==> config.mk <==
export PLATFORM = sky130hd
export DESIGN_NAME = exp_interp
export DESIGN_NICKNAME = d
export VERILOG_FILES = /design/src/rtl/exp_pkg.sv /design/src/rtl/exp_range_split.sv /design/src/rtl/exp_seg_rom.sv /design/src/rtl/exp_lerp.sv /design/src/rtl/exp_interp.sv
export SDC_FILE = /design/constraint.sdc
export NUM_CORES = 1
export LEC_CHECK = 0
export BUFFER_PORTS_ARGS = -buffer_cell sky130_fd_sc_hd__buf_2
export CAP_MARGIN = 15
export CORE_MARGIN = 1
export CORE_UTILIZATION = 45
export CTS_CLUSTER_DIAMETER = 150
export DETAILED_ROUTE_END_ITERATION = 6
export GPL_TIMING_DRIVEN = 0
export MAX_ROUTING_LAYER = met4
export SLEW_MARGIN = 5
export SYNTH_ARGS = -nofsm -noshare
export SYNTH_HDL_FRONTEND = slang
export SYNTH_HIERARCHICAL = 1
export SYNTH_SLANG_ARGS = --single-unit
==> constraint.sdc <==
create_clock -name clk -period 12.38 [get_ports clk]
set_clock_uncertainty 0.1 [all_clocks]
set_input_delay 1.238 -clock clk [delete_from_list [all_inputs] [get_ports clk]]
set_output_delay 1.238 -clock clk [all_outputs]
set_load 0.01 [all_outputs]
==> src/rtl/exp_pkg.sv <==
package exp_pkg;

  // Number format
  localparam int EXP_W     = 16;
  localparam int EXP_FRAC  = 11;
  // Segment geometry: each segment spans 2^SEG_SHIFT LSB (0.5)
  localparam int SEG_SHIFT = 10;
  localparam int N_SEG     = 16;

  // Derived sizes
  localparam int IDX_W      = $clog2(N_SEG + 1);
  localparam int MAG_W      = EXP_W + 1;
  localparam int TAB_W      = EXP_FRAC + 1;
  localparam int PROD_W     = TAB_W + SEG_SHIFT;
  localparam int DOMAIN_MAG = N_SEG << SEG_SHIFT;
  localparam int ONE_VAL    = 1 << EXP_FRAC;
  localparam int HALF_STEP  = 1 << (SEG_SHIFT - 1);

  typedef struct packed {
    logic             sat_hi;
    logic             sat_lo;
    logic [IDX_W-1:0] idx;
    logic [SEG_SHIFT-1:0] wt;
  } split_t;

  typedef struct packed {
    logic                 sat_hi;
    logic                 sat_lo;
    logic [TAB_W-1:0]     base;
    logic [TAB_W-1:0]     drop;
    logic [SEG_SHIFT-1:0] wt;
  } stage_t;

  // round(2048 * e^(-k/2))
  function automatic logic [TAB_W-1:0] grid_value(input int k);
    logic [TAB_W-1:0] v;
    case (k)
      0:  v = TAB_W'(2048);
      1:  v = TAB_W'(1242);
      2:  v = TAB_W'(753);
      3:  v = TAB_W'(457);
      4:  v = TAB_W'(277);
      5:  v = TAB_W'(168);
      6:  v = TAB_W'(102);
      7:  v = TAB_W'(62);
      8:  v = TAB_W'(38);
      9:  v = TAB_W'(23);
      10: v = TAB_W'(14);
      11: v = TAB_W'(8);
      12: v = TAB_W'(5);
      13: v = TAB_W'(3);
      14: v = TAB_W'(2);
      15: v = TAB_W'(1);
      default: v = TAB_W'(1);
    endcase
    return v;
  endfunction

endpackage

==> src/rtl/exp_range_split.sv <==
module exp_range_split
  import exp_pkg::*;
(
  input  logic [EXP_W-1:0] x,
  output split_t           s
);

  logic signed [MAG_W-1:0] xs;
  logic        [MAG_W-1:0] mag;
  logic                    neg;

  always_comb begin
    neg = x[EXP_W-1];
    xs  = {x[EXP_W-1], x};
    mag = MAG_W'(-xs);
    // Above zero: saturate to 1.0
    s.sat_hi = !neg && (x != '0);
    // Below the table's lower end: flush to zero
    s.sat_lo = neg && (mag > MAG_W'(DOMAIN_MAG));
    s.idx    = mag[SEG_SHIFT +: IDX_W];
    s.wt     = mag[SEG_SHIFT-1:0];
  end

endmodule

==> src/rtl/exp_seg_rom.sv <==
module exp_seg_rom
  import exp_pkg::*;
(
  input  logic [IDX_W-1:0] idx,
  output logic [TAB_W-1:0] base,
  output logic [TAB_W-1:0] drop
);

  logic [TAB_W-1:0] grid [0:N_SEG];

  for (genvar k = 0; k <= N_SEG; k++) begin : g_grid
    assign grid[k] = grid_value(k);
  end

  logic [IDX_W-1:0] idx_c;
  logic [IDX_W-1:0] idx_n;
  logic [TAB_W-1:0] upper;

  always_comb begin
    idx_c = (idx > IDX_W'(N_SEG)) ? IDX_W'(N_SEG) : idx;
    idx_n = (idx_c == IDX_W'(N_SEG)) ? idx_c : idx_c + IDX_W'(1);
    base  = grid[idx_c];
    upper = grid[idx_n];
    drop  = base - upper;
  end

endmodule

==> src/rtl/exp_lerp.sv <==
module exp_lerp
  import exp_pkg::*;
(
  input  stage_t           st,
  output logic [EXP_W-1:0] y
);

  logic [PROD_W-1:0] prod;
  logic [TAB_W-1:0]  val;

  always_comb begin
    prod = PROD_W'(st.drop) * PROD_W'(st.wt);
    val  = st.base - TAB_W'((prod + PROD_W'(HALF_STEP)) >> SEG_SHIFT);
    if (st.sat_hi)      y = EXP_W'(ONE_VAL);
    else if (st.sat_lo) y = '0;
    else                y = EXP_W'(val);
  end

endmodule

==> src/rtl/exp_interp.sv <==
module exp_interp
  import exp_pkg::*;
(
  input  logic             clk,
  input  logic             rst,
  input  logic             in_valid,
  output logic             in_ready,
  input  logic [EXP_W-1:0] in_data,
  output logic             out_valid,
  output logic [EXP_W-1:0] out_data
);

  split_t           sp;
  logic [TAB_W-1:0] base_c;
  logic [TAB_W-1:0] drop_c;
  stage_t           st_c;
  stage_t           st_q;
  logic             st_v;
  logic             rdy_q;
  logic [EXP_W-1:0] y_c;
  logic             take;

  assign take     = in_valid && rdy_q;
  assign in_ready = rdy_q;

  exp_range_split u_split (
    .x (in_data),
    .s (sp)
  );

  exp_seg_rom u_rom (
    .idx  (sp.idx),
    .base (base_c),
    .drop (drop_c)
  );

  always_comb begin
    st_c.sat_hi = sp.sat_hi;
    st_c.sat_lo = sp.sat_lo;
    st_c.base   = base_c;
    st_c.drop   = drop_c;
    st_c.wt     = sp.wt;
  end

  // Stage 1: lookup results
  always_ff @(posedge clk) begin
    if (rst) begin
      rdy_q <= 1'b0;
      st_v  <= 1'b0;
      st_q  <= '0;
    end else begin
      rdy_q <= 1'b1;
      st_v  <= take;
      if (take) st_q <= st_c;
    end
  end

  exp_lerp u_lerp (
    .st (st_q),
    .y  (y_c)
  );

  // Stage 2: interpolated result
  always_ff @(posedge clk) begin
    if (rst) begin
      out_valid <= 1'b0;
      out_data  <= '0;
    end else begin
      out_valid <= st_v;
      if (st_v) out_data <= y_c;
    end
  end

endmodule

==> results.json, run 1 <==
{
  "drive_above_1_share": 0.103,
  "rows": 49,
  "status": "complete, but fails checks",
  "port-buffer-count": 32,
  "synth-main-ff-cell": "dfxtp_1",
  "synth_area_leaders": "fa_1 19%, ha_1 15%, dfxtp_1 13%",
  "htreeDepth": 2,
  "worstMarginPinSlew_ns": 0.791,
  "worstPathRequired_ns": 12.51,
  "fmax_mhz": 130,
  "finalNetCount": 1195,
  "tns_ns": 0,
  "start_util": 0.462,
  "crit_path_end_kind": "flip-flop",
  "ant_nets": 0,
  "cts_root_buf": "clkbuf_16",
  "critical_path_class": "reg -> reg",
  "grt_usage": 0.215,
  "wl_per_cell_um": 15.5,
  "period_needed_ns": 7.70,
  "die_y_um": 138,
  "finalPower_mw": 0.633,
  "dp.cells": 1221,
  "core-area_sq_mm": 0.0181,
  "powerDensity_mw_per_mm2": 70.6,
  "cts_hold_buf": 0,
  "synth_area_per_cell_sq_um": 8.73,
  "ys_ff_latch": 55,
  "dpl_cell_area_sq_mm": 0.00881,
  "clock_path_buffers": 2,
  "netlist.area_leader.share": 0.192,
  "final_max_slew_viol_count": 0,
  "timing.final.crit_share": 0.622,
  "drt-pass1-iter-count": 7,
  "arrival_ns": 7.84,
  "place.gp.congestion": 0.857,
  "grt_pass1_vias": 6513,
  "fin_area_sq_mm": 0.00897,
  "grt_max_degree": 16,
  "antenna_found_initial": 0,
  "die-area_sq_mm": 0.0191,
  "cts_tree": "yes",
  "post_cts_buffers": 0,
  "finalWirelength_um": 19100,
  "area_delta_synth_final_pct": 7.39,
  "clk_latency_ns": 0.28,
  "post-synth-top-count-cell": "inv_1",
  "dr.first_iter.drc_count": 402,
  "cp_max_fo": 10,
  "ys_types": 81,
  "finalHoldViolCount": 0,
  "drc_errors": 4,
  "synth_edf_count": 0,
  "layoutNonFillerInstCount": 1228,
  "setup_viol": 0,
  "violations": "DRC",
  "syn_inst": 957,
  "cts_resized": 0,
  "num_vias": 6641,
  "grt.overflow.total": 0,
  "vias_per_cell": 5.41,
  "ys.warnings.count": 6,
  "power_leakage_nw": 4.44,
  "synth_commonest_cells": "104 x inv_1, 97 x ha_1, 86 x nand2_1",
  "min_path_type": "reg -> reg",
  "yosys.area.top_type": "fa_1",
  "cts_sinks": 55,
  "die_w_um": 138,
  "diodes": 0,
  "cts_buffers": 5,
  "rsz0062_at_grt": "no",
  "ys_seq_area_frac": 0.132,
  "ios": 37,
  "grt_first_pass_wirelength_um": 32700,
  "ir_worst_vdd_uv": 49.8,
  "synthArstFlopShare": 0,
  "post-dp-hpwl_um": 15800,
  "synth_area_sq_mm": 0.00835,
  "slew_headroom": 0.471,
  "clk_pin_slew_ns": 0.07,
  "drv_cap": 0,
  "cp-start-kind": "flip-flop"
}
==> kinds of logic (layout without fill, tap and decap cells) <==
logic type / after synthesis / count (layout) / synth area share
other cells: 1 / 4 / 0.000449
compound gates: 153 / 153 / 0.133
fa+ha+maj: 177 / 177 / 0.337
flops: 55 / 55 / 0.132
xor+xnor: 45 / 45 / 0.0488
buf+inv: 166 / 205 / 0.0893
simple gates: 334 / 334 / 0.226
mux: 26 / 26 / 0.0328
==> flip-flops by register name, summed over array words and instances, names as in the netlist <==
| signal | flops |
|---|---|
| out_data | 16 |
| in_ready | 1 |
| out_valid | 1 |
| st_v | 1 |
| st_q | 36 |
==> report_power, final <==
group	internal [mW]	switching (mW)
Clock	0.0945	0.0602
Combinational	0.120	0.162
Sequential	0.188	0.00917
Total	0.402	0.231
==> final timing paths <==
kind	slack, ns	endpoint	startpoint	cells past startpoint
worst max register to register	4.68	out_data[11]	st_q[13]	26
worst min-delay path	0.38	st_q[17]	st_q[17]	1
worst max-delay path	4.68	out_data[11]	st_q[13]	26
worst min register to register	0.38	st_q[17]	st_q[17]	1
==> stage by stage <==
| step | hold slack [ns] | worst slack (ns) | utilization |
|---|---|---|---|
| after CTS | 0.379 | 4.67 | 0.496 |
| after floorplan | 0.347 | 5.88 | - |
| after global placement | 0.357 | 4.74 | 0.487 |
| after detailed placement | 0.361 | 4.71 | 0.487 |
| final | 0.378 | 4.68 | 0.496 |
| after global routing | 0.397 | 4.25 | 0.496 |
==> layout by cell type (no fill, tap or decap), types with 3 or more instances in the layout <==
master,n
a211oi_1,10
a21o_1,7
a21oi_1,29
a31o_1,31
a31o_2,6
a31oi_1,5
and2_1,64
and3_1,5
and4b_1,36
buf_2,46
buf_4,8
buf_6,8
clkbuf_1,25
clkbuf_16,5
clkbuf_2,3
conb_1,4
dfxtp_1,55
fa_1,80
ha_1,97
inv_1,104
mux2i_1,24
nand2_1,86
nand2b_1,4
nand3_1,13
nand3b_1,3
nand4_1,4
nor2_1,61
nor2b_1,14
nor3_1,15
o21a_1,7
o21ai_0,24
o21ai_1,5
o31ai_1,3
or2_1,3
xnor2_1,26
xor2_1,18
==> worst max-delay path, stage by stage, from the launching register on <==
cell      delay (ns)
dfxtp_1         0.33
clkbuf_1        0.54
nand2_1         0.17
fa_1            0.50
fa_1            0.52
inv_1           0.05
ha_1            0.31
fa_1            0.52
fa_1            0.53
ha_1            0.34
and3_1          0.19
a221oi_2        0.46
nand2_1         0.20
a31oi_4         0.29
inv_2           0.06
a21oi_1         0.26
xor2_1          0.25
ha_1            0.27
nor2b_1         0.14
o31a_1          0.30
o311ai_2        0.30
a211oi_1        0.14
nor2_1          0.11
xnor3_1         0.40
o21bai_2        0.18
mux2i_1         0.10
nor2_1          0.09
==> per-layer routing <==
metal / global-route usage / routed length [um] / vias to the layer above
met3: 0.0166 / 596 / 14
met5: - / 0 / -
met2: 0.356 / 8980 / 129
met4: 0.0349 / 182 / 0
met1: 0.292 / 9320 / 3181
li1: - / - / 3317
==> area by class of cell <==
cell class | instances | area, sq um
Fill cell | 1748 | 9120
Multi-Input combinational cell | 739 | 6520
Sequential cell | 55 | 1100
Inverter | 106 | 398
Buffer | 60 | 348
Tap cell | 229 | 287
Timing Repair Buffer | 32 | 160
Clock buffer | 6 | 129
Clock inverter | 1 | 30.0
No activity file was read; power rests on OpenSTA's default activity.
==> run 2: changes to the inputs <==
- ABC_AREA: default -> 1
- clock period: 12.38 -> 6.9 ns (I/O delays scaled with it)
==> run 2 against run 1 <==
Effect of this change:
- the run now ends clean
- setup slack lost 4.3 ns
- area after synthesis grew 4.8%
- combinational power grew 130%
- via count grew 12%
- wire length grew 5.9%
- highest routed layer unchanged
- clock power grew 90%
- first-iteration DRC count shrank 22%
- sequential power grew 92%
- total power grew 110%
- register-to-register slack lost 4.3 ns
==> results.json, run 2 <==
{
  "grt_usage": 0.227,
  "final_common_cell": "nand2_1",
  "num_vias": 7464,
  "cts_resized": 0,
  "die-area_sq_mm": 0.0200,
  "yosys.area.top_type": "fa_1",
  "finalHoldViolCount": 0,
  "timing.final.crit_share": 0.941,
  "ys_ff_latch": 55,
  "clock_path_buffers": 2,
  "diodes": 0,
  "min_path_type": "reg -> reg",
  "ys_seq_area_frac": 0.126,
  "worstPathRequired_ns": 7.05,
  "pre_cts_slack_ns": 0.197,
  "rows": 50,
  "start_util": 0.463,
  "htreeDepth": 2,
  "finalNetCount": 1545,
  "finalWirelength_um": 20200,
  "port-buffer-count": 36,
  "synth_edf_count": 0,
  "cts_tree": "yes",
  "slowest_stage": "dfxtp_1",
  "grt.overflow.total": 0,
  "ir_worst_vdd_uv": 124,
  "wl_per_cell_um": 12.6,
  "synth_area_sq_mm": 0.00876,
  "cp-start-kind": "flip-flop",
  "cts_hold_buf": 0,
  "die_y_um": 141,
  "synth-main-ff-cell": "dfxtp_1",
  "critical_path_class": "reg -> reg",
  "slowest_delay_ns": 0.67,
  "die_w_um": 141,
  "period_needed_ns": 6.49,
  "cp_max_fo": 11,
  "post-dp-hpwl_um": 17200,
  "setup_viol": 0,
  "crit_path_end_kind": "flip-flop",
  "synth_commonest_cells": "346 x nand2_1, 281 x inv_1, 166 x nor2_1",
  "netlist.area_leader.share": 0.183,
  "tns_ns": 0,
  "fin_ws_ns": 0.409,
  "clk_latency_ns": 0.30,
  "drt-pass1-iter-count": 5,
  "ys.warnings.count": 6,
  "post-synth-top-count-cell": "nand2_1",
  "grt_pass1_vias": 7411,
  "post_cts_buffers": 0,
  "final_max_slew_viol_count": 0,
  "min_from": "out_data[14]",
  "syn_inst": 1317,
  "top_register": "st_q",
  "reg_top3": "st_q x36, out_data x16",
  "dpl_cell_area_sq_mm": 0.00927,
  "ant_nets": 0,
  "cts_sinks": 55,
  "synth_area_per_cell_sq_um": 6.65,
  "synth_area_leaders": "fa_1 18%, nand2_1 15%, ha_1 14%",
  "vias_per_cell": 4.64,
  "ios": 37,
  "grt_first_pass_wirelength_um": 35200,
  "cts_buffers": 5,
  "crit_path_frequent_cell": "nand2_1",
  "dr.first_iter.drc_count": 314,
  "core-area_sq_mm": 0.0189,
  "fmax_mhz": 154,
  "critPathLaunch": "st_q[12]",
  "cts_root_buf": "clkbuf_16",
  "status": "finished clean",
  "arrival_ns": 6.64,
  "drc_errors": 0,
  "slew_headroom": 0.630,
  "final_cell_mix": "346 x nand2_1, 281 x inv_1, 166 x nor2_1",
  "rr_startpoint": "st_q[12]",
  "synthArstFlopShare": 0,
  "fin_area_sq_mm": 0.00940,
  "grt_max_degree": 18,
  "ys_types": 47,
  "place.gp.congestion": 0.930,
  "largest_reg_flops": 36,
  "worstMarginPinSlew_ns": 0.555,
  "powerDensity_mw_per_mm2": 140,
  "drive_above_1_share": 0.0956,
  "rsz0062_at_grt": "no",
  "area_delta_synth_final_pct": 7.39,
  "antenna_found_initial": 0,
  "clk_pin_slew_ns": 0.08,
  "drv_cap": 0,
  "power_leakage_nw": 5.74
}
==> run 2: cell count changes in the layout (fill, tap and decap cells not counted), moves of 16 or more <==
cell / change
and4b_1: -36
and2_1: -64
nand3_1: +23
xnor2_1: -16
clkbuf_1: -22
mux2i_1: -24
a31o_1: -31
nor2_1: +105
inv_1: +177
nand2_1: +260
==> run 2: worst paths after layout <==
path	end	slack, ns	depth (start not counted)
worst max-delay path	out_data[9]	0.41	26
worst min-delay path	out_data[14]	0.39	2
worst max register to register	out_data[9]	0.41	26
worst min register to register	out_data[14]	0.39	2
==> run 2: metal layers <==
| layer | up-vias | wire [um] | share of wire | global-route usage |
|---|---|---|---|---|
| li1 | 3989 | - | - | - |
| met4 | 0 | 161 | 0.0080 | 0.0357 |
| met3 | 11 | 524 | 0.026 | 0.0192 |
| met1 | 3382 | 9970 | 0.49 | 0.292 |
| met2 | 82 | 9560 | 0.47 | 0.395 |
| met5 | - | 0 | 0 | - |
==> run 2: layout make-up <==
class	count	area, sq um
timing repair buffer	36	180
multi-input combinational	932	6320
fill	1995	9490
tap	260	325
inverter	291	1100
clock buffer	6	129
clock inverter	2	38.8
buffer	28	213
sequential	55	1100
==> run 2: kinds of logic (layout without fill, tap and decap cells) <==
family          Yosys count  after routing  synth area share
simple gates            606            606             0.292
buf+inv                 333            363             0.155
fa+ha+maj               177            177             0.322
compound gates          123            123            0.0825
flops                    55             55             0.126
xor+xnor                 22             22            0.0229
other cells               1              4          0.000428
==> run 2: critical path, delay by kind of cell (launching register included) <==
kind / cells / cell delay, ns
adders and majority gates: 7 / 3.24
AOI/OAI and AO/OA: 5 / 1.16
and+or+nand+nor: 10 / 0.89
DFF: 1 / 0.67
xor gates and xnor gates: 1 / 0.23
buffers and inverters: 3 / 0.15
==> run 2: per-stage QoR <==
| stage | util | total power, mW | hold slack (ns) | std cells |
|---|---|---|---|---|
| after floorplan | - | 0.866 | 0.388 | 1320 |
| after global placement | 0.491 | 1.03 | 0.370 | 1616 |
| after detailed placement | 0.491 | 1.03 | 0.376 | 1616 |
| after CTS | 0.500 | 1.33 | 0.394 | 1624 |
| after global routing | 0.498 | 1.44 | 0.416 | 1610 |
| final | 0.498 | 1.31 | 0.391 | 1610 |
==> run 2: where the power goes <==
group / internal, mW / leakage [nW] / total (mW) / switching (mW)
combinational: 0.243 / 5.21 / 0.639 / 0.396
clock: 0.173 / 0.0815 / 0.295 / 0.122
sequential: 0.339 / 0.453 / 0.378 / 0.0385
total: 0.755 / 5.74 / 1.31 / 0.557
==> run 3: changes to the inputs <==
- CORE_UTILIZATION: 45 -> 55
- PLACE_DENSITY: default -> 0.84
==> run 3 against run 2 <==
Effect of this change:
- first-iteration DRC count increased by 77%
- clock-buffer cell count decreased by 1
- total power fell by 0.91%
- core utilization grew 11 points
- sequential share of layout area increased by 0.11 points
- wire length grew 2.4%
- critical endpoint is now out_data[11]
- flip-flop and latch count unchanged
- via count rose by 7.4%
- design area is 0.57% lower
==> results.json, run 3 (synthesis gave the netlist of run 2 again) <==
{
  "status": "finished clean",
  "whs_ns": 0.392,
  "dr.first_iter.drc_count": 556,
  "crit_path_end_kind": "flip-flop",
  "cts_buffers": 5,
  "num_vias": 8017,
  "tns_ns": 0,
  "finalHoldViolCount": 0,
  "ant_nets": 0,
  "dp.cells": 1567,
  "slowest_delay_ns": 0.59,
  "min_from": "out_data[14]",
  "ff2ff_path_depth": 30,
  "wl_met2_um": 10200,
  "clk_latency_ns": 0.30,
  "n_fill_cell": 1456,
  "slowest_stage": "fa_1",
  "vias_per_cell": 5.13,
  "final_max_slew_viol_count": 0,
  "diodes": 0,
  "cts_hold_buf": 0,
  "drv_cap": 0,
  "layoutNonFillerInstCount": 1563,
  "cts_sinks": 55,
  "finalPower_mw": 1.30,
  "worstMarginPinSlew_ns": 0.579,
  "drt-pass1-iter-count": 5,
  "htreeDepth": 2,
  "drc_errors": 0,
  "arrival_ns": 6.62,
  "finalNetCount": 1547,
  "grt_first_pass_wirelength_um": 35300,
  "worstPathRequired_ns": 7.00,
  "top_layer_used": "met4",
  "die_w_um": 128,
  "finalWirelength_um": 20700,
  "hold_path_depth": 2,
  "slew_headroom": 0.611,
  "area_delta_synth_final_pct": 6.77,
  "cp-start-kind": "flip-flop",
  "ir_worst_vdd_uv": 118,
  "power_leakage_nw": 5.74,
  "cts_tree": "yes",
  "largest_reg_flops": 36,
  "critical_path_class": "reg -> reg",
  "crit_path_frequent_cell": "nand2_1",
  "rsz0062_at_grt": "no",
  "grt_usage": 0.276,
  "die-area_sq_mm": 0.0164,
  "die_y_um": 128,
  "min_path_type": "reg -> reg",
  "setup_viol": 0,
  "period_needed_ns": 6.52,
  "reg_top3": "st_q x36, out_data x16",
  "grt_pass1_vias": 7872,
  "port-buffer-count": 36,
  "fmax_mhz": 153,
  "final_cell_mix": "346 x nand2_1, 281 x inv_1, 166 x nor2_1",
  "antenna_found_initial": 0,
  "clock_path_buffers": 2,
  "start_util": 0.570,
  "place.gp.congestion": 0.963,
  "grt.overflow.total": 0,
  "post_cts_buffers": 0,
  "post-dp-hpwl_um": 17000,
  "rr_startpoint": "st_q[8]",
  "wl_met1_um": 8920,
  "wl_per_cell_um": 13.2,
  "top_register": "st_q",
  "powerDensity_mw_per_mm2": 139,
  "drive_above_1_share": 0.101,
  "holdPathEnd": "out_data[14]",
  "timing.final.crit_share": 0.945,
  "rows": 45,
  "ios": 37,
  "clk_pin_slew_ns": 0.08,
  "core-area_sq_mm": 0.0154,
  "wl_met3_um": 795,
  "r2r_slack_ns": 0.38,
  "cts_root_buf": "clkbuf_16",
  "cp_max_fo": 10,
  "grt_max_degree": 20,
  "final_common_cell": "nand2_1",
  "r2r_end": "out_data[11]"
}
[run 3: per-stage QoR]
step	util	instance area (sq um)	worst slack, ns
3_5_place_dp	0.599	9210	0.163
6_report	0.608	9350	0.382
2_1_floorplan	-	8770	1.01
3_3_place_gp	0.599	9210	0.289
4_1_cts	0.609	9360	0.142
5_1_grt	0.608	9350	0.0328
[run 3: layout make-up]
cell class / count / area, sq um / share of cell area
well taps: 211 / 264 / 0.0282
flip-flops and latches: 55 / 1110 / 0.118
clock inverters: 3 / 27.5 / 0.00294
repair buffers: 36 / 180 / 0.0193
plain buffers: 30 / 228 / 0.0244
inverters: 291 / 1100 / 0.117
clock buffers: 5 / 125 / 0.0134
multi-input cells: 932 / 6320 / 0.676
[run 3: layer usage]
metal | global-route usage | vias to the layer above
met2 | 0.476 | 191
li1 | - | 4003
met4 | 0.122 | 0
met5 | - | -
met1 | 0.331 | 3762
met3 | 0.0221 | 61
[run 3: worst max-delay path by stage]
| stage | start | to | slack [ns] | cells after the start |
|---|---|---|---|---|
| 2_1_floorplan | st_q[3] | out_data[11] | 1.01 | 30 |
| 3_3_place_gp | st_q[4] | out_data[9] | 0.29 | 26 |
| 3_5_place_dp | st_q[5] | out_data[11] | 0.16 | 30 |
| 4_1_cts | st_q[5] | out_data[11] | 0.14 | 30 |
| 5_1_grt | st_q[6] | out_data[11] | 0.03 | 27 |
| 6_report | st_q[8] | out_data[11] | 0.38 | 30 |
[run 3: what timing repair did]
action / CTS / global route
endpoints found under the hold margin: 0 / 0
setup endpoints to repair: 0 / 8
resized for setup: 0 / 27
[run 3: critical path: cells and delay by family (launching register included)]
kind / cells / cell delay (ns)
adders and majority gates: 7 / 3.40
DFF: 1 / 0.42
AOI/OAI and AO/OA: 2 / 0.40
and+or+nand+nor: 16 / 1.56
buffers and inverters: 5 / 0.56
[run 3: where the power goes]
group	switching [mW]	internal [mW]	total, mW
combinational	0.416	0.246	0.661
sequential	0.0356	0.340	0.375
clock	0.126	0.138	0.264
